===== config.mk =====
export PLATFORM = sky130hd
export DESIGN_NAME = simd_elem_seq
export DESIGN_NICKNAME = d
export VERILOG_FILES = /design/src/rtl/simd_seq_pkg.sv /design/src/rtl/simd_csr_bank.sv /design/src/rtl/simd_len_calc.sv /design/src/rtl/simd_elem_walk.sv /design/src/rtl/simd_elem_seq.sv
export SDC_FILE = /design/constraint.sdc
export NUM_CORES = 1
export LEC_CHECK = 0
export ABC_CLOCK_PERIOD_IN_PS = 10800
export BUFFER_PORTS_ARGS = -buffer_cell sky130_fd_sc_hd__buf_2
export CAP_MARGIN = 15
export CORE_MARGIN = 2
export CORE_UTILIZATION = 65
export CTS_CLUSTER_SIZE = 25
export DETAILED_ROUTE_END_ITERATION = 10
export PLACE_DENSITY = 0.81
export RECOVER_POWER = 25
export REMOVE_ABC_BUFFERS = 1
export SYNTH_ARGS = -nofsm -noshare
export SYNTH_HDL_FRONTEND = slang
export SYNTH_SLANG_ARGS = --single-unit

===== constraint.sdc =====
create_clock -name clk -period 10.8 [get_ports clk]
set_clock_uncertainty 0.1 [all_clocks]
set_input_delay 0 -clock clk [delete_from_list [all_inputs] [get_ports clk]]
set_output_delay 0 -clock clk [all_outputs]
set_load 0.02 [all_outputs]

===== src/rtl/simd_seq_pkg.sv =====
package simd_seq_pkg;

  localparam int ELEN   = 32;
  localparam int NREG   = 32;
  localparam int REG_W  = 5;
  localparam int CODE_W = 3;
  localparam int WID_W  = 6;
  localparam int LANE_W = 5;

  typedef struct packed {
    logic             legal;
    logic [WID_W-1:0] width;
    logic [1:0]       shift;   // log2 of elements per register
  } wdec_t;

  typedef enum logic {ST_IDLE, ST_RUN} seq_st_t;

  function automatic wdec_t decode_wcode(input logic [CODE_W-1:0] c);
    wdec_t d;
    d.legal = 1'b1;
    d.width = WID_W'(ELEN);
    d.shift = 2'd0;
    case (c)
      3'b000, 3'b011: begin d.width = WID_W'(32); d.shift = 2'd0; end
      3'b001:         begin d.width = WID_W'(8);  d.shift = 2'd2; end
      3'b010:         begin d.width = WID_W'(16); d.shift = 2'd1; end
      default:        d.legal = 1'b0;
    endcase
    return d;
  endfunction

endpackage


===== src/rtl/simd_csr_bank.sv =====
module simd_csr_bank
  import simd_seq_pkg::*;
#(
  parameter int VL_W = 5
) (
  input  logic              clk,
  input  logic              rst_n,
  input  logic              wr_en,
  input  logic [REG_W-1:0]  wr_idx,
  input  logic [CODE_W-1:0] wr_code,
  input  logic [VL_W-1:0]   wr_vlen,
  input  logic [REG_W-1:0]  rd_idx,
  output logic [CODE_W-1:0] rd_code,
  output logic [VL_W-1:0]   rd_vlen
);

  logic [CODE_W-1:0] code_arr [NREG];
  logic [VL_W-1:0]   vlen_arr [NREG];

  for (genvar g = 0; g < NREG; g++) begin : g_ent
    logic              hit;
    logic [CODE_W-1:0] code_r;
    logic [VL_W-1:0]   vlen_r;

    assign hit = wr_en && (wr_idx == REG_W'(g));

    always_ff @(posedge clk or negedge rst_n) begin
      if (!rst_n) begin
        code_r <= '0;
        vlen_r <= '0;
      end else if (hit) begin
        code_r <= wr_code;
        vlen_r <= wr_vlen;
      end
    end

    assign code_arr[g] = code_r;
    assign vlen_arr[g] = vlen_r;
  end

  assign rd_code = code_arr[rd_idx];
  assign rd_vlen = vlen_arr[rd_idx];

endmodule


===== src/rtl/simd_len_calc.sv =====
module simd_len_calc
  import simd_seq_pkg::*;
#(
  parameter int VL_W      = 5,
  parameter int LEN_W     = 8,
  parameter int MAX_DEPTH = 16,
  parameter int CNT_W     = $clog2(MAX_DEPTH + 1)
) (
  input  logic [CODE_W-1:0] code,
  input  logic [VL_W-1:0]   csr_vlen,
  input  logic [LEN_W-1:0]  req_len,
  output logic              legal,
  output logic [WID_W-1:0]  width,
  output logic [1:0]        shift,
  output logic [CNT_W-1:0]  act_len
);

  wdec_t       dec;
  logic [31:0] vlen_el;
  logic [31:0] cap_depth;
  logic [31:0] cap_req;

  always_comb begin
    dec       = decode_wcode(code);
    vlen_el   = 32'(csr_vlen) << dec.shift;
    cap_depth = (vlen_el < 32'(MAX_DEPTH)) ? vlen_el : 32'(MAX_DEPTH);
    cap_req   = (cap_depth < 32'(req_len)) ? cap_depth : 32'(req_len);
  end

  assign legal   = dec.legal;
  assign width   = dec.width;
  assign shift   = dec.shift;
  assign act_len = dec.legal ? CNT_W'(cap_req) : '0;

endmodule


===== src/rtl/simd_elem_walk.sv =====
module simd_elem_walk
  import simd_seq_pkg::*;
#(
  parameter int CNT_W = 5
) (
  input  logic              clk,
  input  logic              rst_n,
  input  logic              start,
  input  logic              start_legal,
  input  logic [CNT_W-1:0]  start_len,
  input  logic [REG_W-1:0]  start_base,
  input  logic [WID_W-1:0]  start_width,
  input  logic [1:0]        start_shift,
  input  logic              el_ready,
  output logic              idle,
  output logic [CNT_W-1:0]  act_len,
  output logic              el_valid,
  output logic [REG_W-1:0]  el_reg,
  output logic [LANE_W-1:0] el_lane,
  output logic [WID_W-1:0]  el_width,
  output logic [CNT_W-1:0]  el_idx,
  output logic              el_last,
  output logic              done,
  output logic              range_err,
  output logic              illegal
);

  localparam int RW = ((CNT_W > REG_W) ? CNT_W : REG_W) + 1;

  seq_st_t          st_q, st_d;
  logic [CNT_W-1:0] idx_q, idx_d;
  logic [CNT_W-1:0] len_q, len_d;
  logic [REG_W-1:0] base_q, base_d;
  logic [WID_W-1:0] wid_q, wid_d;
  logic [1:0]       shf_q, shf_d;
  logic             done_q, done_d;
  logic             rerr_q, rerr_d;
  logic             ill_q, ill_d;
  logic             cfg_en;

  logic [RW-1:0]    reg_full;
  logic [1:0]       sub;
  logic [1:0]       sub_mask;
  logic [7:0]       lane_full;
  logic             ovf;
  logic             last_el;

  // element address generation
  always_comb begin
    reg_full  = RW'(base_q) + RW'(idx_q >> shf_q);
    sub_mask  = (shf_q == 2'd0) ? 2'b00 : (shf_q == 2'd1) ? 2'b01 : 2'b11;
    sub       = idx_q[1:0] & sub_mask;
    lane_full = 8'(sub) * 8'(wid_q);
    ovf       = (reg_full > RW'(NREG - 1));
    last_el   = ((CNT_W+1)'(idx_q) + (CNT_W+1)'(1)) == (CNT_W+1)'(len_q);
  end

  // next state
  always_comb begin
    st_d   = st_q;
    idx_d  = idx_q;
    len_d  = len_q;
    base_d = base_q;
    wid_d  = wid_q;
    shf_d  = shf_q;
    done_d = 1'b0;
    rerr_d = 1'b0;
    ill_d  = 1'b0;
    cfg_en = 1'b0;
    unique case (st_q)
      ST_IDLE: begin
        if (start) begin
          cfg_en = 1'b1;
          len_d  = start_legal ? start_len : '0;
          base_d = start_base;
          wid_d  = start_width;
          shf_d  = start_shift;
          idx_d  = '0;
          ill_d  = !start_legal;
          if (!start_legal || (start_len == '0)) done_d = 1'b1;
          else                                   st_d   = ST_RUN;
        end
      end
      ST_RUN: begin
        if (ovf) begin
          st_d   = ST_IDLE;
          done_d = 1'b1;
          rerr_d = 1'b1;
        end else if (el_ready) begin
          if (last_el) begin
            st_d   = ST_IDLE;
            done_d = 1'b1;
          end else begin
            idx_d = idx_q + CNT_W'(1);
          end
        end
      end
      default: st_d = ST_IDLE;
    endcase
  end

  // state registers
  always_ff @(posedge clk or negedge rst_n) begin
    if (!rst_n) begin
      st_q   <= ST_IDLE;
      idx_q  <= '0;
      done_q <= 1'b0;
      rerr_q <= 1'b0;
      ill_q  <= 1'b0;
    end else begin
      st_q   <= st_d;
      idx_q  <= idx_d;
      done_q <= done_d;
      rerr_q <= rerr_d;
      ill_q  <= ill_d;
    end
  end

  // request context, loaded only on acceptance
  always_ff @(posedge clk or negedge rst_n) begin
    if (!rst_n) begin
      len_q  <= '0;
      base_q <= '0;
      wid_q  <= WID_W'(ELEN);
      shf_q  <= 2'd0;
    end else if (cfg_en) begin
      len_q  <= len_d;
      base_q <= base_d;
      wid_q  <= wid_d;
      shf_q  <= shf_d;
    end
  end

  assign idle      = (st_q == ST_IDLE);
  assign act_len   = len_q;
  assign el_valid  = (st_q == ST_RUN) && !ovf;
  assign el_reg    = reg_full[REG_W-1:0];
  assign el_lane   = lane_full[LANE_W-1:0];
  assign el_width  = wid_q;
  assign el_idx    = idx_q;
  assign el_last   = (st_q == ST_RUN) && last_el;
  assign done      = done_q;
  assign range_err = rerr_q;
  assign illegal   = ill_q;

endmodule


===== src/rtl/simd_elem_seq.sv =====
module simd_elem_seq
  import simd_seq_pkg::*;
#(
  parameter  int VL_W      = 5,
  parameter  int LEN_W     = 8,
  parameter  int MAX_DEPTH = 16,
  localparam int CNT_W     = $clog2(MAX_DEPTH + 1)
) (
  input  logic             clk,
  input  logic             rst_n,
  input  logic             cfg_we,
  input  logic [4:0]       cfg_reg,
  input  logic [2:0]       cfg_wcode,
  input  logic [VL_W-1:0]  cfg_vlen,
  input  logic             req_valid,
  output logic             req_ready,
  input  logic [4:0]       req_reg,
  input  logic [LEN_W-1:0] req_len,
  output logic [CNT_W-1:0] act_len,
  output logic             cfg_illegal,
  output logic             el_valid,
  input  logic             el_ready,
  output logic [4:0]       el_reg,
  output logic [4:0]       el_lane,
  output logic [5:0]       el_width,
  output logic [CNT_W-1:0] el_idx,
  output logic             el_last,
  output logic             seq_done,
  output logic             range_err
);

  logic [CODE_W-1:0] rd_code;
  logic [VL_W-1:0]   rd_vlen;
  logic              c_legal;
  logic [WID_W-1:0]  c_width;
  logic [1:0]        c_shift;
  logic [CNT_W-1:0]  c_len;
  logic              idle;
  logic              start;

  assign start     = req_valid && idle;
  assign req_ready = idle;

  simd_csr_bank #(.VL_W(VL_W)) u_bank (
    .clk     (clk),
    .rst_n   (rst_n),
    .wr_en   (cfg_we),
    .wr_idx  (cfg_reg),
    .wr_code (cfg_wcode),
    .wr_vlen (cfg_vlen),
    .rd_idx  (req_reg),
    .rd_code (rd_code),
    .rd_vlen (rd_vlen)
  );

  simd_len_calc #(
    .VL_W(VL_W), .LEN_W(LEN_W), .MAX_DEPTH(MAX_DEPTH), .CNT_W(CNT_W)
  ) u_len (
    .code     (rd_code),
    .csr_vlen (rd_vlen),
    .req_len  (req_len),
    .legal    (c_legal),
    .width    (c_width),
    .shift    (c_shift),
    .act_len  (c_len)
  );

  simd_elem_walk #(.CNT_W(CNT_W)) u_walk (
    .clk         (clk),
    .rst_n       (rst_n),
    .start       (start),
    .start_legal (c_legal),
    .start_len   (c_len),
    .start_base  (req_reg),
    .start_width (c_width),
    .start_shift (c_shift),
    .el_ready    (el_ready),
    .idle        (idle),
    .act_len     (act_len),
    .el_valid    (el_valid),
    .el_reg      (el_reg),
    .el_lane     (el_lane),
    .el_width    (el_width),
    .el_idx      (el_idx),
    .el_last     (el_last),
    .done        (seq_done),
    .range_err   (range_err),
    .illegal     (cfg_illegal)
  );

endmodule


# After elaboration in Yosys (flattened, before gate mapping)
# Cells that the tools add are included.
[classes]
add_sub_neg = 3
multipliers = 1
order_cmp = 4
n_eq_ne = 40
n_shift = 2
n_mux = 37
n_bitwise = 3
n_reduce_logical = 45
[op_table]
columns = ["operator", "count"]
rows = [
  ["== test 5 bit, second input constant", 16],
  ["two-way mux 5 bit", 9],
  ["== test 5 x 4 -> 1 bit, second input constant", 8],
  ["logical AND 1 bit", 35],
  ["less-than comparator 32 x 5 -> 1 bit, second input constant", 1],
  ["less-than comparator 32 x 8 -> 1 bit", 1],
  ["two-way mux 32 bit", 1],
  ["<< shifter 5 x 2 -> 32 bit", 1],
  ["binary-select mux 5 bit (select 5 bit)", 1],
  ["== test 5 x 3 -> 1 bit, second input constant", 4],
  ["two-way mux 1 bit", 17],
  ["one-hot mux 8 bit (2 select lines)", 1],
  ["binary-select mux 3 bit (select 5 bit)", 1],
  ["== test 5 x 2 -> 1 bit, second input constant", 2],
  ["logical NOT 5 bit", 2],
  ["one-hot mux 5 bit (2 select lines)", 1],
  ["adder 5 x 1 -> 6 bit, second input constant", 1],
  ["adder 5 x 6 -> 6 bit", 1],
  ["== test 3 x 2 -> 1 bit, second input constant", 2],
  ["== test 6 x 5 -> 1 bit", 1],
  ["greater-or-equal comparator 6 bit, second input constant", 1],
  ["greater-than comparator 6 x 5 -> 1 bit, second input constant", 1],
  ["multiplier 2 x 6 -> 5 bit", 1],
  ["two-way mux 3 bit", 2],
  ["19 further kinds", 24],
]
[word_totals]
register_bits = 283
inputBits = 31
output_inout_bits = 32

# Depth between registers and ports, before layout
# Gate-level depths: netlist of the first run.
[depth]
ltp_word = 17
ltp_mapped = 23

# By module
# Synthesis of the first run repeated with hierarchy kept, for this count alone.
[unflattened]
hier_cells = 947
area_unflattened_um2 = 13994.7
[modules_own_cells]
columns = ["module", "instances", "cells_each", "area_each_um2", "seq_area_each_um2"]
rows = [
  ["simd_csr_bank", 1, 705, 11715.0, 6406.1],
  ["simd_elem_walk", 1, 168, 1742.9, 676.9],
  ["simd_len_calc", 1, 73, 530.5, 0.0],
  ["simd_elem_seq", 1, 1, 6.3, 0.0],
]

# Worst setup path before layout of the first run
# Ideal clock, no wire load.
[synth_path]
path_type = "register to register"
startpoint = "register u_bank.g_ent[31].code_r[1]"
endpoint = "register u_walk.st_q"
arrival_ns = 4.346
required_ns = 10.573
path_slack_ns = 6.227
stages_incl_launch_ff = 18
path_cell_list = "dfrtp_1 mux4_2 mux4_2 mux2_2 xnor2_1 and2_4 nor2_1 a211oi_1 ha_1 a21o_1 a21o_1 a21oi_1 nor3_1 a211oi_1 o41ai_2 o311ai_0 or3b_1 o2bb2ai_1"
[synth_between]
elab_chain_cells = 16
[synth_lines]
columns = ["element", "line", "rtl"]
rows = [
  ["start, declared", "simd_csr_bank.sv:22", "logic [CODE_W-1:0] code_r;"],
  ["start signal, assigned", "simd_csr_bank.sv:32", "code_r <= wr_code;"],
  ["binary-select mux 3 bit (select 5 bit) *", "simd_csr_bank.sv:41", "assign rd_code = code_arr[rd_idx];"],
  ["two-way mux 3 bit (not written as such) * (2 in series)", "simd_csr_bank.sv:41", ""],
  ["== test 3 x 2 -> 1 bit or == test 3 x 1 -> 1 bit (tied branches)", "simd_seq_pkg.sv:23", "case (c)"],
  ["one-hot mux 8 bit (2 select lines)", "simd_seq_pkg.sv:23", ""],
  ["<< shifter 5 x 2 -> 32 bit", "simd_len_calc.sv:25", "vlen_el = 32'(csr_vlen) << dec.shift;"],
  ["less-than comparator 32 x 5 -> 1 bit", "simd_len_calc.sv:26", "cap_depth = (vlen_el < 32'(MAX_DEPTH)) ? vlen_el : 32'(MAX_DEPTH);"],
  ["two-way mux 32 bit", "simd_len_calc.sv:26", ""],
  ["less-than comparator 32 x 8 -> 1 bit", "simd_len_calc.sv:27", "cap_req = (cap_depth < 32'(req_len)) ? cap_depth : 32'(req_len);"],
  ["two-way mux 5 bit", "simd_len_calc.sv:27", ""],
  ["two-way mux 5 bit", "simd_len_calc.sv:33", "assign act_len = dec.legal ? CNT_W'(cap_req) : '0;"],
  ["logical NOT 5 bit", "simd_elem_walk.sv:80", "if (!start_legal || (start_len == '0)) done_d = 1'b1;"],
  ["logical OR 1 bit *", "simd_elem_walk.sv:80", ""],
  ["two-way mux 1 bit *", "simd_elem_walk.sv:80", ""],
  ["two-way mux 1 bit *", "simd_elem_walk.sv:72", "if (start) begin"],
  ["one-hot mux 1 bit (2 select lines) *", "simd_elem_walk.sv:70", "unique case (st_q)"],
  ["via u_walk.st_d", "simd_elem_walk.sv:30", "seq_st_t st_q, st_d;"],
  ["end signal, assigned", "simd_elem_walk.sv:111", "st_q <= st_d;"],
  ["end, declared", "simd_elem_walk.sv:30", ""],
]
# The timed path passes the listed nets; every way through them passes the cells marked *. The select of a mux whose other input is x is not followed.
# A chain may end at the register's enable or synchronous reset.

# Worst setup path in the final report of the first run
[layout_path]
startpoint = "input port req_reg[0]"
endpoint = "register u_walk.len_q[3], in the netlist u_walk.act_len[3]"
[layout_between]
elab_chain_cells = 13
[layout_lines]
columns = ["element", "line", "rtl"]
rows = [
  ["start, declared", "simd_elem_seq.sv:17", "input logic [4:0] req_reg,"],
  ["NOT 5 -> 6 bit (not written as such) *", "simd_csr_bank.sv:41, simd_csr_bank.sv:42", ""],
  ["binary-select mux 3 bit (select 5 bit)", "simd_csr_bank.sv:41", ""],
  ["two-way mux 3 bit (not written as such) (2 in series)", "simd_csr_bank.sv:41", ""],
  ["== test 3 x 2 -> 1 bit or == test 3 x 1 -> 1 bit (tied branches)", "simd_seq_pkg.sv:23", ""],
  ["one-hot mux 8 bit (2 select lines)", "simd_seq_pkg.sv:23", ""],
  ["<< shifter 5 x 2 -> 32 bit", "simd_len_calc.sv:25", ""],
  ["less-than comparator 32 x 5 -> 1 bit", "simd_len_calc.sv:26", ""],
  ["two-way mux 32 bit", "simd_len_calc.sv:26", ""],
  ["less-than comparator 32 x 8 -> 1 bit", "simd_len_calc.sv:27", ""],
  ["two-way mux 5 bit", "simd_len_calc.sv:27", ""],
  ["two-way mux 5 bit", "simd_len_calc.sv:33", ""],
  ["two-way mux 5 bit *", "simd_elem_walk.sv:74", "len_d = start_legal ? start_len : '0;"],
  ["end signal, assigned", "simd_elem_walk.sv:127", "len_q <= len_d;"],
  ["end, declared", "simd_elem_walk.sv:32", "logic [CNT_W-1:0] len_q, len_d;"],
]
# Every way passes the cells marked *; elsewhere a longest branch is shown, timed or not. The select of a mux whose other input is x is not followed.

==> results of run 1 <==
-- flip-flops by register name, summed over array words and instances (netlist names) --
| name | flops |
|---|---|
| u_walk.shf_q | 1 |
| u_walk.el_width | 2 |
| u_walk.el_idx | 5 |
| u_bank.g_ent.vlen_r | 160 |
| u_bank.g_ent.code_r | 96 |
| u_walk.base_q | 5 |
| u_walk.st_q | 1 |
| u_walk.act_len | 5 |
| u_walk.range_err | 1 |
| u_walk.done | 1 |
| u_walk.illegal | 1 |
-- layout by cell type (no fill, tap or decap), types with 5 or more instances in the layout --
cell           netlist  layout
dfrtp_1            277     277
mux2_2             258     258
mux2i_1             63      63
nand2_1             57      57
buf_2                8      51
mux4_2              39      39
nor2_1              31      31
clkbuf_16            0      30
a21oi_1             25      25
a22oi_1             23      23
nor2b_1             21      21
o21ai_0             16      16
dlygate4sd3_1        0      16
a211oi_1            15      15
nand2b_1            12      12
inv_1               12      12
ha_1                12      12
clkinv_2             0      10
buf_4                9      10
nand3_1              9       9
conb_1               1       8
xor2_1               6       6
nor3_1              10       6
clkbuf_8             0       5
bufinv_16            0       5
-- layout make-up --
type / count / area share
tap: 270 / 0.02216
clock inverter: 20 / 0.01674
sequential: 278 / 0.4564
multi-input combinational: 665 / 0.4139
timing repair buffer: 81 / 0.03389
clock buffer: 36 / 0.05400
inverter: 12 / 0.002954
-- kinds of logic after synthesis --
group / count (synthesis) / share of synthesized area
other: 1 / 0.0002757
adder cells (fa/ha/maj): 13 / 0.01251
AO/OA/AOI/OAI: 110 / 0.05603
XOR/XNOR: 10 / 0.006439
flip-flops: 278 / 0.5116
AND/OR/NAND/NOR: 163 / 0.05860
buffers and inverters: 85 / 0.02833
multiplexers: 361 / 0.3262
-- through the flow --
step                      worst slack [ns]  area [um^2]
final                                4.927        15250
after global routing                 4.589        15250
after CTS                            4.940        15250
after detailed placement             5.020        14010
after global placement               5.142        14010
after floorplan                      6.226        13290
-- how the worst max path moves through the flow --
| stage | from | to |
|---|---|---|
| 5_1_grt | req_reg[0] | u_walk.act_len[3]$_DFFE_PN0P_ |
| 3_3_place_gp | req_reg[1] | u_walk.st_q$_DFF_PN0_ |
| 4_1_cts | req_reg[0] | u_walk.act_len[3]$_DFFE_PN0P_ |
| 6_report | req_reg[0] | u_walk.act_len[3]$_DFFE_PN0P_ |
| 2_1_floorplan | u_bank.g_ent[31].code_r[1]$_DFFE_PN0P_ | u_walk.st_q$_DFF_PN0_ |
| 3_5_place_dp | req_reg[1] | u_walk.st_q$_DFF_PN0_ |
-- per-layer routing --
layer  global-route usage  part of all wire  routed length (um)  vias up
met5                    0                 0                   0        -
met4              0.09619             0.028                 919        0
met3              0.06012             0.071                2333       67
met2               0.4866              0.48               15800      330
met1               0.4351              0.42               13810     4637
li1                     -                 -                   -     3832
-- power by group through the flow --
stage	combinational, W	clock [W]	sequential (W)
after global placement	0.000694	0	0.00140
after detailed placement	0.000715	0	0.00141
final	0.000725	0.00109	0.00140
after floorplan	0.000492	0	0.00139
after global routing	0.000788	0.00115	0.00142
after CTS	0.000727	0.00110	0.00139
-- worst reg2reg max path, stage by stage (launching register included) --
cell and delay (ns):
dfrtp_1 0.39, mux4_2 0.47, nor2b_1 0.14, a21oi_1 0.42
a21oi_1 0.17, a21oi_1 0.69, a22o_1 0.25, o2bb2ai_1 0.14
nor2_1 0.09, ha_1 0.18, a21o_1 0.17, a21o_1 0.17
a21oi_1 0.13, nor3_1 0.06, a211oi_1 0.39, o41ai_2 0.21
o41ai_1 0.51, nand2_1 0.09, dlygate4sd3_1 0.58, nand2_1 0.05
==> out/results.ini, run 1 <==
[worst_setup_path]
cp.depth = 20
r2r_start = u_bank.g_ent[30].vlen_r[0]$_DFFE_PN0P_
reg2reg_setup_slack_ns = 5.32
reg2regPathDepth = 19
path_delay_family = compound AO/OA/AOI/OAI gates
arrival_ns = 6.26
timing.rr.end = u_walk.act_len[3]$_DFFE_PN0P_
start_kind = input pin
cp_cell_sequence = dlygate4sd3_1, buf_2, nor2b_1, a22oi_1, a21oi_1, or4_1, and2_4, nor2_1, a211oi_1, ha_1, a21o_1, a21o_1, a21oi_1, nor3_1, a211oi_1, o41ai_2, o41ai_1, nand2_1, dlygate4sd3_1, nand2_1
cp_data_required_time_ns = 11.18
path_buf_inv = 3
cpMaxStageDelayCell = nor2b_1
cp_max_fo = 29
path_class = input pin to flop
cpPeakStageDelay_ns = 0.90
end_kind = flop

[layout]
layoutNonFillerInstCount = 1362
nets = 1112
fillers = 1281
drive_above_1_share = 0.3901
seqCellArea_mm2 = 0.006958
multi_input_area_mm2 = 0.006310
area_growth_pct = 12.10
finish.utilization = 0.7486
antenna_cells = 0

[placement]
hpwl_um = 20900
dp.cells = 1290
place.gp.congestion = 0.8637
portBuffers = 56

[hold_path]
min_path_type = input pin to flop
whs_path_depth = 4
hp-start = req_reg[3]
whs_endpoint = u_walk.base_q[3]$_DFFE_PN0P_

[global_route]
grt_pass1_vias = 9041
track_usage = 0.3065
antenna_found_initial = 0
grt_max_degree = 145
grt_overflow = 0
grt_pass1_wl_um = 51380

[power_and_ir_drop]
switching_share = 0.2913
clockPowerShare = 0.340
powerDensity_mw_per_mm2 = 210.8
p_seq_frac = 0.434
power_w = 0.003214
pwr-share-comb = 0.226
peakVddDrop_uv = 199.7
switchingPower_w = 0.0009364
cellInternalPower_w = 0.002278
p_leak_nw = 7.008

[die]
io_pins = 63
dieArea_mm2 = 0.02210
die_w_um = 148.7
rows = 52
die_h_um = 148.7
fp.coreArea_mm2 = 0.02036
initial_core_util = 0.6679

[clocking]
numCtsBuffers = 30
clock_latency_ns = 0.56
cts_root_buffer = clkbuf_16
post_cts_resized = 0
clk_pin_slew_ns = 0.06
ctsHtreeMaxLevel = 1
post_cts_buffers = 0
clkSinkCount = 278
cts_buffer_depth = 3
cts_hold_buf = 16
cts_tree = built

[job]
cap_violations = 0

[timing]
worst_pin_slew_ns = 1.239
timing.final.hold_violations = 0
setup_tns_ns = 0
hold_slack_ns = 0.01324
grt_setup_unrepaired = no
period_share = 0.5438
post-route-min-period_ns = 5.873
fmax_mhz = 170.3
slew_headroom = 0.1710
slew_violations = 0
setup_viol = 0

[synthesis]
ys_warn_count = 0
yosysSeqAreaShare = 0.5116
synth_cell_types = 57
synthArstFlopShare = 1.000
ys.flop_type = dfrtp_1
syn_area_per_cell_um2 = 13.32
synthTopCellsByArea = dfrtp_1 (51%), mux2_2 (21%), mux4_2 (6.5%), mux2i_1 (4.6%), nand2_1 (1.6%)
synthesis.area_mm2 = 0.01360
synth_top_area_share = 0.5097
syn_inst = 1021
synth.largest_area_cell = dfrtp_1
ys_top_cells_by_count = dfrtp_1 (277), mux2_2 (258), mux2i_1 (63)
synth_edf_count = 0
synth.most_common_cell = dfrtp_1
synth_seq_cells = 278

[drt]
wl_um = 32870
drc = 0
ant_nets = 0
vias = 8866
wl_per_cell_um = 24.13
dr.pass1.iters = 5
drtIter0Drc = 680
via_per_inst = 6.510

[status]
status = finished clean

No activity file was read; power rests on OpenSTA's default activity.
==> run 2: changes to the inputs <==
--- a/config.mk
+++ b/config.mk
@@ -5,14 +5,14 @@
 export SDC_FILE = /design/constraint.sdc
 export NUM_CORES = 1
 export LEC_CHECK = 0
-export ABC_CLOCK_PERIOD_IN_PS = 10800
+export ABC_CLOCK_PERIOD_IN_PS = 4800
 export BUFFER_PORTS_ARGS = -buffer_cell sky130_fd_sc_hd__buf_2
 export CAP_MARGIN = 15
 export CORE_MARGIN = 2
-export CORE_UTILIZATION = 65
+export CORE_UTILIZATION = 56
 export CTS_CLUSTER_SIZE = 25
 export DETAILED_ROUTE_END_ITERATION = 10
-export PLACE_DENSITY = 0.81
+export PLACE_DENSITY = 0.74
 export RECOVER_POWER = 25
 export REMOVE_ABC_BUFFERS = 1
 export SYNTH_ARGS = -nofsm -noshare
==> constraint.sdc (replaced) <==
create_clock -name clk -period 4.8 [get_ports clk]
set_clock_uncertainty 0.1 [all_clocks]
set_input_delay 0 -clock clk [delete_from_list [all_inputs] [get_ports clk]]
set_output_delay 0 -clock clk [all_outputs]
set_load 0.02 [all_outputs]
==> run 2 against run 1 <==
  * The flow now finishes with violations (capacitance limit, slew limit)
  * Global-route usage shrank 4.4 points
  * Combinational power rose by 130%
  * Utilization down 10 points
  * Count of clock-buffer cells in the layout increased by 1
  * Cell area increased by 2.3%
  * Critical path type is now flop to flop
  * Critical endpoint is now u_walk.st_q$_DFF_PN0_
  * Sequential power up 120%
  * First-iteration DRC count decreased by 0.29%
==> out/results.ini, run 2 (same netlist as run 1, synthesis figures left out) <==
[die]
die_h_um = 159.8  ; +7.5%
rows = 57  ; +9.6%
die_w_um = 159.8  ; +7.5%
fp.coreArea_mm2 = 0.02411  ; +18%
io_pins = 63  ; unchanged
initial_core_util = 0.5642  ; -0.1036
dieArea_mm2 = 0.02555  ; +16%

[timing]
fmax_mhz = 213.9
timing.final.hold_violations = 0  ; unchanged
slew_headroom = -0.2475  ; -0.4185
layout_setup_ws_ns = 0.1240  ; -4.803 ns
period_share = 0.9742
post-route-min-period_ns = 4.676
setup_viol = 0  ; unchanged
worst_pin_slew_ns = 1.871  ; +0.6323 ns
slew_violations = 223  ; +223

[clocking]
numCtsBuffers = 29  ; -3.3%
ctsHtreeMaxLevel = 1  ; unchanged
cts_tree = built
clock_latency_ns = 0.55  ; about the same
clk_pin_slew_ns = 0.06  ; about the same
cts_root_buffer = clkbuf_16
clkSinkCount = 278  ; unchanged
cts_buffer_depth = 3  ; unchanged

[power_and_ir_drop]
pwr-share-comb = 0.228  ; +0.002
p_seq_frac = 0.430  ; -0.004
clockPowerShare = 0.342  ; +0.002
peakVddDrop_uv = 362.2  ; +81%
power_w = 0.007305  ; +130%
switchingPower_w = 0.002070  ; +120%
cellInternalPower_w = 0.005235  ; +130%
switching_share = 0.2834  ; -0.007917
powerDensity_mw_per_mm2 = 468.4  ; +120%
p_leak_nw = 7.120  ; +1.6%

[drt]
dr.pass1.iters = 5  ; unchanged
ant_nets = 0  ; unchanged
vias = 8854  ; -0.14%
wl_um = 33170  ; +0.94%
via_per_inst = 6.136  ; -5.7%
drc = 0  ; unchanged
drtIter0Drc = 678  ; -0.29%
wl_per_cell_um = 22.99  ; -4.7%

[layout]
final_area_mm2 = 0.01560  ; +2.3%
area_growth_pct = 14.67
antenna_cells = 0  ; unchanged
largestRegisters = u_bank.g_ent.vlen_r (160), u_bank.g_ent.code_r (96)
nets = 1141  ; +2.6%
layout_common_cells = dfrtp_1 (277), mux2_2 (257), mux2i_1 (63), nand2_1 (57), mux4_2 (39)
largest_reg_flops = 160  ; unchanged
finish.utilization = 0.6470  ; -0.1017
regMostFlops = u_bank.g_ent.vlen_r
drive_above_1_share = 0.3932  ; +0.003098
final_common_cell = dfrtp_1
layoutNonFillerInstCount = 1443  ; +5.9%

[global_route]
grt_max_degree = 135  ; -6.9%
grt_pass1_wl_um = 52150  ; +1.5%
grt_pass1_vias = 8959  ; -0.91%
antenna_found_initial = 0  ; unchanged
track_usage = 0.2623  ; -0.04424
grt_overflow = 0  ; unchanged

[worst_setup_path]
start_kind = flop
r2r_start = u_bank.g_ent[31].code_r[1]$_DFFE_PN0P_
cpMaxStageDelayCell = mux4_2
cp_cell_sequence = mux4_2, mux4_2, mux2_4, buf_4, nor2_2, nand2_1, o21ai_1, a211oi_2, ha_1, nand4_1, nor3_1, nand2_1, o41a_4, o31ai_2, a21oi_1, or3b_4, o2bb2ai_1
cp_max_fo = 6  ; -79%
arrival_ns = 5.00  ; -1.26 ns
cp_data_required_time_ns = 5.12  ; -6.06 ns
reg2reg_setup_slack_ns = 0.12  ; -5.20 ns
cpPeakStageDelay_ns = 0.50  ; -0.40 ns
path_class = flop to flop
crit_path_end = u_walk.st_q$_DFF_PN0_
reg2regPathDepth = 17  ; -2
crit_path_start = u_bank.g_ent[31].code_r[1]$_DFFE_PN0P_
timing.rr.end = u_walk.st_q$_DFF_PN0_
end_kind = flop

[placement]
place_area_mm2 = 0.01431  ; +2.1%
hpwl_um = 21180  ; +1.3%
place.gp.congestion = 0.8932  ; +3.4%
dp.cells = 1368  ; +6.0%
portBuffers = 56  ; unchanged
pre_cts_ws_ns = -0.1429  ; -5.162 ns

[status]
status = complete, but fails checks
violations = capacitance limit, slew limit

[hold_path]
min_path_type = input pin to flop
hp-start = cfg_wcode[0]

[job]
cap_violations = 3  ; +3

==> run 2: how the worst min path moves through the flow <==
stage,endpoint,depth (start not counted)
final,u_bank.g_ent[30].code_r[0]$_DFFE_PN0P_,2
after global routing,u_bank.g_ent[24].code_r[0]$_DFFE_PN0P_,2
after detailed placement,u_bank.g_ent[0].vlen_r[1]$_DFFE_PN0P_,1
after global placement,u_bank.g_ent[0].vlen_r[1]$_DFFE_PN0P_,1
after floorplan,u_bank.g_ent[0].code_r[0]$_DFFE_PN0P_,0
after CTS,u_bank.g_ent[24].code_r[0]$_DFFE_PN0P_,2
==> run 2: repair_timing <==
item                       in CTS  in global routing
hold buffers                   19                  0
setup endpoints to repair       1                  4
hold endpoints to repair      106                  0
pin swaps                       0                  3
setup buffers                   0                  3
cloned                          0                  0
gates resized for setup         1                 13
==> run 2: worst max-delay path, delay by kind of cell (launching register included) <==
kind            cells  cell delay, ns
buf+inv             1            0.17
fa+ha+maj           1            0.31
mux                 3            1.28
compound gates      6            1.06
flops               1            0.38
simple gates        6            1.23
==> run 2: layer usage <==
| layer | track usage | up-vias | routed length [um] | share of wire |
|---|---|---|---|---|
| met5 | 0 | - | 0 | 0 |
| met1 | 0.3780 | 4591 | 14550 | 0.44 |
| li1 | - | 3886 | - | - |
| met2 | 0.4203 | 318 | 15650 | 0.47 |
| met4 | 0.07903 | 0 | 926 | 0.028 |
| met3 | 0.03610 | 59 | 2044 | 0.062 |
==> run 2: layout make-up <==
| cell class | instances | area (um^2) |
|---|---|---|
| Sequential cell | 278 | 6958 |
| Timing Repair Buffer | 111 | 743.2 |
| Multi-Input combinational cell | 665 | 6369 |
| Fill cell | 1839 | 8509 |
| Clock inverter | 16 | 260.3 |
| Tap cell | 324 | 405.4 |
| Inverter | 12 | 45.04 |
| Clock buffer | 37 | 815.8 |
==> run 2: per-stage QoR <==
stage / hold WS [ns] / setup TNS (ns)
finish: 0.02228 / 0
global route: 0.03355 / -0.1043
CTS: 0.003393 / 0
detailed placement: -0.03709 / -0.2187
global placement: -0.05025 / -0.1134
floorplan: -0.3956 / 0
==> run 2: power by group through the flow <==
stage	clock [W]	sequential (W)	combinational, W
finish	0.00250	0.00314	0.00167
global route	0.00264	0.00320	0.00181
CTS	0.00254	0.00313	0.00165
detailed placement	0	0.00317	0.00163
global placement	0	0.00315	0.00158
floorplan	0	0.00313	0.00111
